===== src/rtl/txc_pkg.sv =====
package txc_pkg;

    localparam int SECTORS    = 16;
    localparam int SEC_W      = 4;
    localparam int HALF_SECS  = SECTORS / 2;

    typedef logic [SECTORS-1:0] sec_mask_t;

    typedef struct packed {
        logic      coarse;
        sec_mask_t span;
    } footprint_t;

    function automatic sec_mask_t half_span(input logic [SEC_W-1:0] sec);
        return sec[SEC_W-1] ? {{HALF_SECS{1'b1}}, {HALF_SECS{1'b0}}}
                            : {{HALF_SECS{1'b0}}, {HALF_SECS{1'b1}}};
    endfunction

    function automatic sec_mask_t fold_halves(input sec_mask_t m);
        return {{HALF_SECS{|m[SECTORS-1:HALF_SECS]}}, {HALF_SECS{|m[HALF_SECS-1:0]}}};
    endfunction

    function automatic footprint_t make_fp(input logic coarse, input logic [SEC_W-1:0] sec);
        footprint_t f;
        f.coarse = coarse;
        f.span   = coarse ? half_span(sec) : (sec_mask_t'(1) << sec);
        return f;
    endfunction

endpackage


===== src/rtl/txc_id_table.sv =====
module txc_id_table #(
    parameter int NUM_IDS     = 4,
    parameter int NUM_THREADS = 4,
    parameter int TS_W        = 16,
    localparam int IW = $clog2(NUM_IDS),
    localparam int TW = $clog2(NUM_THREADS)
) (
    input  logic                              clk,
    input  logic                              rst,
    input  logic                              start_valid,
    input  logic [IW-1:0]                     start_id,
    input  logic [TW-1:0]                     start_thread,
    input  logic [TS_W-1:0]                   start_time,
    input  logic                              inval_valid,
    input  logic [IW-1:0]                     inval_id,
    output logic [NUM_IDS-1:0]                live,
    output logic [NUM_IDS-1:0][TW-1:0]        owner,
    output logic [NUM_IDS-1:0][TS_W-1:0]      stamp
);

    for (genvar i = 0; i < NUM_IDS; i++) begin : g_id
        always_ff @(posedge clk) begin
            if (rst) begin
                live[i]  <= 1'b0;
                owner[i] <= '0;
                stamp[i] <= '0;
            end else if (inval_valid && inval_id == IW'(i)) begin
                live[i] <= 1'b0;
            end else if (start_valid && start_id == IW'(i)) begin
                live[i]  <= 1'b1;
                owner[i] <= start_thread;
                stamp[i] <= start_time;
            end
        end
    end

endmodule


===== src/rtl/txc_line_track.sv =====
module txc_line_track
    import txc_pkg::*;
#(
    parameter int NUM_IDS     = 4,
    parameter int NUM_THREADS = 4,
    localparam int IW = $clog2(NUM_IDS),
    localparam int TW = $clog2(NUM_THREADS)
) (
    input  logic                 clk,
    input  logic                 rst,
    input  logic                 upd,
    input  logic [IW-1:0]        acc_id,
    input  logic [TW-1:0]        acc_thread,
    input  logic                 acc_write,
    input  logic [SEC_W-1:0]     sector,
    input  logic                 inval_valid,
    input  logic [IW-1:0]        inval_id,
    output logic [NUM_IDS-1:0]   q_rd,
    output logic [NUM_IDS-1:0]   q_wr
);

    sec_mask_t [NUM_IDS-1:0] rd_q, wr_q, rd_n, wr_n;
    logic [NUM_THREADS-1:0]  seen_q, seen_acc, seen_n;
    logic                    coarse_q, coarse_n, coarse_eff, any_left;
    footprint_t              fp;

    always_comb begin
        seen_acc   = seen_q | (upd ? (NUM_THREADS'(1) << acc_thread) : '0);
        coarse_eff = coarse_q | (upd && ($countones(seen_acc) > 2));
        fp         = make_fp(coarse_eff, sector);
        any_left   = 1'b0;
        for (int i = 0; i < NUM_IDS; i++) begin
            q_rd[i] = |(rd_q[i] & fp.span);
            q_wr[i] = |(wr_q[i] & fp.span);
            rd_n[i] = (coarse_eff && !coarse_q) ? fold_halves(rd_q[i]) : rd_q[i];
            wr_n[i] = (coarse_eff && !coarse_q) ? fold_halves(wr_q[i]) : wr_q[i];
            if (upd && acc_id == IW'(i)) begin
                if (acc_write) wr_n[i] = wr_n[i] | fp.span;
                else           rd_n[i] = rd_n[i] | fp.span;
            end
            if (inval_valid && inval_id == IW'(i)) begin
                rd_n[i] = '0;
                wr_n[i] = '0;
            end
            any_left = any_left | (|rd_n[i]) | (|wr_n[i]);
        end
        seen_n   = any_left ? seen_acc   : '0;
        coarse_n = any_left ? coarse_eff : 1'b0;
    end

    always_ff @(posedge clk) begin
        if (rst) begin
            rd_q     <= '0;
            wr_q     <= '0;
            seen_q   <= '0;
            coarse_q <= 1'b0;
        end else begin
            rd_q     <= rd_n;
            wr_q     <= wr_n;
            seen_q   <= seen_n;
            coarse_q <= coarse_n;
        end
    end

endmodule


===== src/rtl/txc_oldest_pick.sv =====
module txc_oldest_pick #(
    parameter int NUM_IDS = 4,
    parameter int TS_W    = 16,
    localparam int IW = $clog2(NUM_IDS)
) (
    input  logic [NUM_IDS-1:0]            cand,
    input  logic [NUM_IDS-1:0][TS_W-1:0]  stamp,
    output logic [IW-1:0]                 winner
);

    logic            found;
    logic [TS_W-1:0] best;

    always_comb begin
        found  = 1'b0;
        best   = '0;
        winner = '0;
        for (int i = 0; i < NUM_IDS; i++) begin
            if (cand[i] && (!found || stamp[i] < best)) begin
                found  = 1'b1;
                best   = stamp[i];
                winner = IW'(i);
            end
        end
    end

endmodule


===== src/rtl/txn_conflict_detector.sv =====
module txn_conflict_detector
    import txc_pkg::*;
#(
    parameter int NUM_THREADS = 4,
    parameter int NUM_IDS     = 4,
    parameter int NUM_LINES   = 4,
    parameter int TS_W        = 16,
    localparam int TW     = $clog2(NUM_THREADS),
    localparam int IW     = $clog2(NUM_IDS),
    localparam int LW     = $clog2(NUM_LINES),
    localparam int AW     = LW + SEC_W,
    localparam int CW     = NUM_IDS + 1
) (
    input  logic                        clk,
    input  logic                        rst,
    input  logic                        irq_en,
    input  logic                        acc_valid,
    input  logic [TW-1:0]               acc_thread,
    input  logic [IW-1:0]               acc_id,
    input  logic [AW-1:0]               acc_addr,
    input  logic                        acc_write,
    input  logic                        acc_txn,
    input  logic                        start_valid,
    input  logic [TW-1:0]               start_thread,
    input  logic [IW-1:0]               start_id,
    input  logic [TS_W-1:0]             start_time,
    input  logic                        inval_valid,
    input  logic [IW-1:0]               inval_id,
    input  logic                        clr_valid,
    input  logic [TW-1:0]               clr_thread,
    output logic [NUM_THREADS*CW-1:0]   conf_flat,
    output logic [NUM_THREADS-1:0]      irq,
    output logic                        arb_valid,
    output logic [IW-1:0]               arb_winner
);

    logic [NUM_IDS-1:0]                 live, live_eff, inval_oh, self_oh, others;
    logic [NUM_IDS-1:0][TW-1:0]         owner;
    logic [NUM_IDS-1:0][TS_W-1:0]       stamp;
    logic [NUM_LINES-1:0][NUM_IDS-1:0]  line_rd, line_wr;
    logic [NUM_IDS-1:0]                 sel_rd, sel_wr, tx_hits, st_hits;
    logic [LW-1:0]                      line_idx;
    logic [SEC_W-1:0]                   sector;
    logic                               acc_live, plain_store;
    logic [NUM_THREADS-1:0][CW-1:0]     creg_q, creg_n;
    logic [IW-1:0]                      pick;

    assign line_idx    = acc_addr[AW-1:SEC_W];
    assign sector      = acc_addr[SEC_W-1:0];
    assign inval_oh    = inval_valid ? (NUM_IDS'(1) << inval_id) : '0;
    assign self_oh     = NUM_IDS'(1) << acc_id;
    assign live_eff    = live & ~inval_oh;
    assign acc_live    = acc_valid && acc_txn && live_eff[acc_id];
    assign plain_store = acc_valid && !acc_txn && acc_write;
    assign others      = live_eff & ~self_oh;

    txc_id_table #(
        .NUM_IDS(NUM_IDS), .NUM_THREADS(NUM_THREADS), .TS_W(TS_W)
    ) u_ids (
        .clk(clk), .rst(rst),
        .start_valid(start_valid), .start_id(start_id),
        .start_thread(start_thread), .start_time(start_time),
        .inval_valid(inval_valid), .inval_id(inval_id),
        .live(live), .owner(owner), .stamp(stamp)
    );

    for (genvar g = 0; g < NUM_LINES; g++) begin : g_line
        txc_line_track #(
            .NUM_IDS(NUM_IDS), .NUM_THREADS(NUM_THREADS)
        ) u_line (
            .clk(clk), .rst(rst),
            .upd(acc_live && line_idx == LW'(g)),
            .acc_id(acc_id), .acc_thread(acc_thread), .acc_write(acc_write),
            .sector(sector),
            .inval_valid(inval_valid), .inval_id(inval_id),
            .q_rd(line_rd[g]), .q_wr(line_wr[g])
        );
    end

    assign sel_rd = line_rd[line_idx];
    assign sel_wr = line_wr[line_idx];

    always_comb begin
        tx_hits = '0;
        st_hits = '0;
        if (acc_live)
            tx_hits = (acc_write ? (sel_rd | sel_wr) : sel_wr) & others;
        if (plain_store)
            st_hits = (sel_rd | sel_wr) & live_eff;
    end

    txc_oldest_pick #(.NUM_IDS(NUM_IDS), .TS_W(TS_W)) u_pick (
        .cand(tx_hits | self_oh), .stamp(stamp), .winner(pick)
    );

    always_comb begin
        creg_n = creg_q;
        for (int t = 0; t < NUM_THREADS; t++) begin
            if (clr_valid && clr_thread == TW'(t)) creg_n[t] = '0;
            if (inval_valid) creg_n[t][inval_id] = 1'b0;
        end
        for (int b = 0; b < NUM_IDS; b++) begin
            if (tx_hits[b]) begin
                creg_n[owner[b]][acc_id] = 1'b1;
                creg_n[owner[acc_id]][b] = 1'b1;
            end
            if (st_hits[b]) creg_n[owner[b]][NUM_IDS] = 1'b1;
        end
    end

    always_ff @(posedge clk) begin
        if (rst) begin
            creg_q     <= '0;
            arb_valid  <= 1'b0;
            arb_winner <= '0;
        end else begin
            creg_q    <= creg_n;
            arb_valid <= |tx_hits;
            if (|tx_hits) arb_winner <= pick;
        end
    end

    assign conf_flat = creg_q;

    for (genvar t = 0; t < NUM_THREADS; t++) begin : g_irq
        assign irq[t] = irq_en && (|creg_q[t]);
    end

endmodule


===== config.mk =====
export PLATFORM = sky130hd
export DESIGN_NAME = txn_conflict_detector
export DESIGN_NICKNAME = d
export VERILOG_FILES = /design/src/rtl/txc_pkg.sv /design/src/rtl/txc_id_table.sv /design/src/rtl/txc_line_track.sv /design/src/rtl/txc_oldest_pick.sv /design/src/rtl/txn_conflict_detector.sv
export SDC_FILE = /design/constraint.sdc
export NUM_CORES = 2
export LEC_CHECK = 0
export BUFFER_PORTS_ARGS = -buffer_cell sky130_fd_sc_hd__buf_2
export CORE_ASPECT_RATIO = 2
export CORE_MARGIN = 4
export CORE_UTILIZATION = 55
export DETAILED_ROUTE_END_ITERATION = 6
export PLACE_DENSITY = 0.71
export SETUP_SLACK_MARGIN = 0.3
export SLEW_MARGIN = 20
export SYNTH_ARGS = -nofsm -noshare
export SYNTH_HDL_FRONTEND = slang
export SYNTH_HIERARCHICAL = 1
export SYNTH_SLANG_ARGS = --single-unit

===== constraint.sdc =====
create_clock -name clk -period 28.9 [get_ports clk]
set_input_delay 2.89 -clock clk [delete_from_list [all_inputs] [get_ports clk]]
set_output_delay 2.89 -clock clk [all_outputs]
set_load 0.02 [all_outputs]

-- Yosys cells after proc, flatten, opt, wreduce, memory -nomap -nowiden
Cells that the tools add are included.
- input port bits: 43
- register bits: 631
- output and inout port bits: 27
- logic and storage cells: 666
- shifts and indexed selects: 4
- bitwise operators: 133
- muxes and demuxes: 202
- magnitude comparators: 23
- equal/unequal tests: 15
- add/subtract/negate cells: 12
- reduce and logical (&&, ||, !) cells: 219
- operator list (kind ; number):
    2-to-1 mux 16 bit ; 136
    OR reduction 16 bit ; 64
    bitwise AND 16 bit ; 32
    OR 16 bit ; 32
    OR reduction 8 bit ; 64
    OR 20 bit ; 12
    2-to-1 mux 20 bit ; 8
    adder 32 bit ; 4
    > comparator 32 x 3 -> 1 bit, second input constant ; 4
    demux 5 bit (select 2 bit) ; 12
    2-to-1 mux 4 bit ; 15
    2-to-1 mux 5 bit ; 12
    logical AND 1 bit ; 58
    < comparator 16 bit ; 3
    OR 1 bit ; 32
    OR 4 bit ; 6
    < comparator 2 x 3 -> 1 bit, second input constant ; 7
    bitwise AND 5 bit ; 4
    == test 2 bit, second input constant ; 10
    OR reduction 5 bit ; 4
    adder 1 x 1 -> 2 bit ; 8
    bitwise AND 4 bit ; 4
    binary-select mux 4 bit (select 2 bit) ; 2
    OR reduction 2 bit ; 8
    other kinds (19) ; 67

-- Depth between registers and ports, before layout
- depth after elaboration: 42
- depth in mapped cells: 59
- depth with buffers taken out: 46

-- Modules after synthesis
The synthesis kept the hierarchy.
- modules (own cells, without submodules) (module ; seq. area each (sq um) ; area an instance (sq um) ; instances ; cells an instance):
    txc_line_track at g_line[1].u_line ... ; 2662.6 ; 7623.6 ; 3 ; 1010
    txc_line_track at g_line[0].u_line ; 2662.6 ; 7659.8 ; 1 ; 1037
    txc_id_table ; 1521.5 ; 3045.4 ; 1 ; 278
    txn_conflict_detector ; 460.4 ; 2014.4 ; 1 ; 230
    txc_oldest_pick ; 0.0 ; 1622.8 ; 1 ; 202

-- Worst setup path after synthesis
No wires, ideal clock.
- path type: in2reg
- start point: input acc_id[1]
- end point: register arb_winner[0]
- required time: 28.779 ns
- stages on the path: 55
- library setup time: 0.121 ns
- path slack: 14.135 ns
- buffers on the path: 12
- arrival: 14.644 ns
- path through: clkbuf_1 nor2b_1 a2bb2oi_1 nor4_2 clkbuf_1 nor3b_1 clkbuf_1 a31oi_1 fa_1 inv_1 ha_1 ha_1 or3b_1 buf_2 a221o_1 clkbuf_1 clkbuf_1 a222oi_1 (+19 left out) a32oi_1 ha_1 a21o_1 a211oi_1 o21ai_0 nor4b_1 a21oi_4 buf_8 mux2_4 ha_1 nand2_1 a41o_1 or4b_2 a31oi_1 a211oi_1 a21o_1 nand2b_1 mux2i_1
- RTL lines (what ; line ; source):
    start: declaration ; txn_conflict_detector.sv:19 ; input logic [IW-1:0] acc_id,
    end signal: assignment ; txn_conflict_detector.sv:119 ; if (|tx_hits) arb_winner <= pick;
    end: declaration ; txn_conflict_detector.sv:34 ; output logic [IW-1:0] arb_winner

==> flow_metrics.py <==
metrics = {
    "outcome": {
        "status": "finished, violations left",
        "violations": "design-rule violations",
    },
    "yosys": {
        "synth_cells": 4777,
        "synth_edf_count": 0,
        "ys_warn_count": 6,
        "syn_avg_cell_area_um2": 7.79,
        "ys_async_sr_fraction": 0,
        "syn_area_um2": 37200,
        "synth_top_area_frac": 0.339,
        "synth_ff_type": "dfxtp_1",
        "synth-seq-cells": 631,
        "synth.largest_area_cell": "dfxtp_1",
        "seq_area_frac_synth": 0.339,
        "syn_nets": 4881,
        "synth_area_leaders": "dfxtp_1 (34%), nor2_1 (5.9%), a21oi_1 (5.9%)",
        "synth.distinct_cells": 118,
    },
    "sta": {
        "rsz0062_at_grt": "false",
        "slew_headroom": 0.263,
        "finalCriticalPeriod_ps": 16340,
        "clock_skew_ps": 31.4,
        "period_share": 0.565,
        "tns_ps": 0,
        "setup_viol": 0,
        "slew_viol_final": 0,
        "finalHoldViolCount": 0,
        "max_freq_ghz": 0.0612,
        "whs_ps": 488,
        "worst_pin_slew_ps": 1100,
    },
    "clock_tree": {
        "numCtsBuffers": 58,
        "cts_sinks": 631,
        "path_clk_slew_ps": 60,
        "postCtsSetupBuffers": 0,
        "cts_max_level": 2,
        "clk_latency_ps": 670,
        "holdBufCountCts": 0,
        "root_buffer": "clkbuf_16",
        "cts_tree": "built",
        "ctsResizeCount": 0,
        "clk_path_buf_depth": 3,
    },
    "detailed_routing": {
        "ant_nets": 0,
        "via_per_inst": 7.04,
        "num_vias": 39400,
        "dr.pass1.iters": 7,
        "routed_wl_mm": 139,
        "drt-initial-drc-count": 4899,
        "drc": 1,
        "wl_per_cell_um": 24.9,
    },
    "layout": {
        "fin_util": 0.599,
        "design_area_um2": 40000,
        "syn2layout_area_growth_pct": 7.59,
        "final_nets": 4765,
        "drive_above_1_share": 0.0958,
    },
    "worst_setup_path": {
        "critPathLaunchType": "primary input",
        "path_class": "in2reg",
        "crit_arrival_ps": 16910,
        "worstPathRequired_ps": 29470,
        "cp_common_cell": "ha_1",
        "critPathSlowestCell": "or3_1",
        "crit_path_end_kind": "flop",
        "cp_max_fo": 37,
        "crit_path_max_incr_delay_ps": 600,
    },
    "pwr": {
        "power_density_nw_per_um2": 47.3,
        "finalPower_uw": 1890,
        "p_leak_uw": 0.0149,
        "vdd_drop_max_uv": 60.9,
    },
    "placed_design": {
        "gp_congestion": 1.02,
        "port_buffers": 69,
        "place_area_um2": 37900,
        "dp_hpwl_mm": 97.4,
    },
    "grt": {
        "antenna_found_initial": 7,
        "grt_usage": 0.369,
        "grt_max_degree": 77,
        "grt_pass1_wl_mm": 214,
        "grt_pass1_vias": 37900,
        "gr-total-overflow": 0,
    },
    "job": {
        "max-cap-violations": 0,
    },
    "floorplanning": {
        "rows": 134,
        "design.portCount": 70,
        "core_area_um2": 66900,
        "dieArea_um2": 72100,
        "initial_utilization": 0.556,
        "dieHeight_um": 376,
        "die_x_um": 192,
    },
    "worst_hold_path": {
        "hold_class": "reg2reg",
    },
}
where the power goes:
part	switching (µW)	internal (µW)
logic	112	43.3
clock network	370	490
registers	5.38	873
cell families after synthesis:
family | share of synthesized area
AOI/OAI and AO/OA | 0.272
xor gates and xnor gates | 0.00306
adders and majority gates | 0.0213
buffers and inverters | 0.0479
DFF | 0.339
muxes | 0.0337
and+or+nand+nor | 0.283
sequential cells by signal (all words and copies together), names as in the netlist:
register / count
u_ids/live: 4
g_line.u_line/seen_q: 16
g_line.u_line/coarse_q: 4
g_line.u_line/wr_q: 256
u_ids/owner: 8
conf_flat: 20
arb_winner: 2
u_ids/stamp: 64
g_line.u_line/rd_q: 256
arb_valid: 1
worst max-delay path: cells and delay by family:
| family | cells | cell delay (ps) |
|---|---|---|
| AOI/OAI and AO/OA | 18 | 4300 |
| adders and majority gates | 6 | 1850 |
| buffers and inverters | 6 | 1720 |
| muxes | 3 | 810 |
| and+or+nand+nor | 17 | 5270 |
layout make-up:
| type | instances | area (µm²) |
|---|---|---|
| Fill cell | 6266 | 26900 |
| Multi-Input combinational cell | 3734 | 22900 |
| Sequential cell | 631 | 12600 |
| Clock buffer | 74 | 1630 |
| Tap cell | 884 | 1110 |
| Timing Repair Buffer | 160 | 1030 |
| Clock inverter | 34 | 459 |
| Inverter | 76 | 285 |
| Antenna cell | 4 | 10.0 |
Yosys cell counts (all sizes together) (67+ instances only):
cell type    n
nand4       68
nor4        83
nor3       113
clkbuf     268
nand2b     151
inv         76
a22oi       89
nand3       90
dfxtp      631
a31oi       67
o21ai      377
nor2       591
nand2      503
a221oi     117
nor2b       75
a21oi      436
or4         97
mux2i       75
per-stage QoR:
stage / std cells / setup WS, ps
finish: 5597 / 12560
global route: 5593 / 11970
CTS: 5593 / 12760
detailed placement: 5485 / 12150
global placement: 5485 / 12340
floorplan: 4777 / 14140
cell usage in the layout, fill, tap and decap left out, drive strengths merged, types with 15 or more instances in the layout:
cell type and instances:
ha 57, or3b 23, nor2 591, a211oi 28, inv 78, a22oi 89
or2 26, nand3 90, a31oi 67, nor3 113, or3 41, mux2 25
and3 25, nand2 503, a22o 29, nand3b 46, nor4 83, a222oi 49
nand4 68, and2 17, clkbuf 74, o221ai 27, a2bb2oi 53, or4 97
a32oi 26, nor3b 26, nand2b 151, buf 160, o211ai 38, nor2b 75
mux2i 75, dfxtp 631, o21ai 377, o21a 25, and4 16, a21oi 436
a221o 15, a221oi 117, o22ai 24
per-layer routing:
metal  GRT usage  part of all wire  vias to the layer above  wire [µm]
li1            -                 -                    17600          -
met1       0.390              0.33                    18700      46300
met2       0.652              0.50                     2303      69500
met3      0.0700             0.086                      737      12000
met4       0.258             0.083                        4      11500
met5           0           0.00017                        -         23
worst paths after layout:
check | to | slack [ps] | from | depth (start not counted)
worst max-delay path | arb_winner[1] | 12560 | inval_id[0] | 50
worst min register to register | u_ids/stamp[61] | 490 | u_ids/stamp[61] | 2
worst min-delay path | u_ids/stamp[61] | 490 | u_ids/stamp[61] | 2
worst max register to register | arb_winner[1] | 15160 | u_ids/live[2] | 49
(Power assumes the default switching activity.)
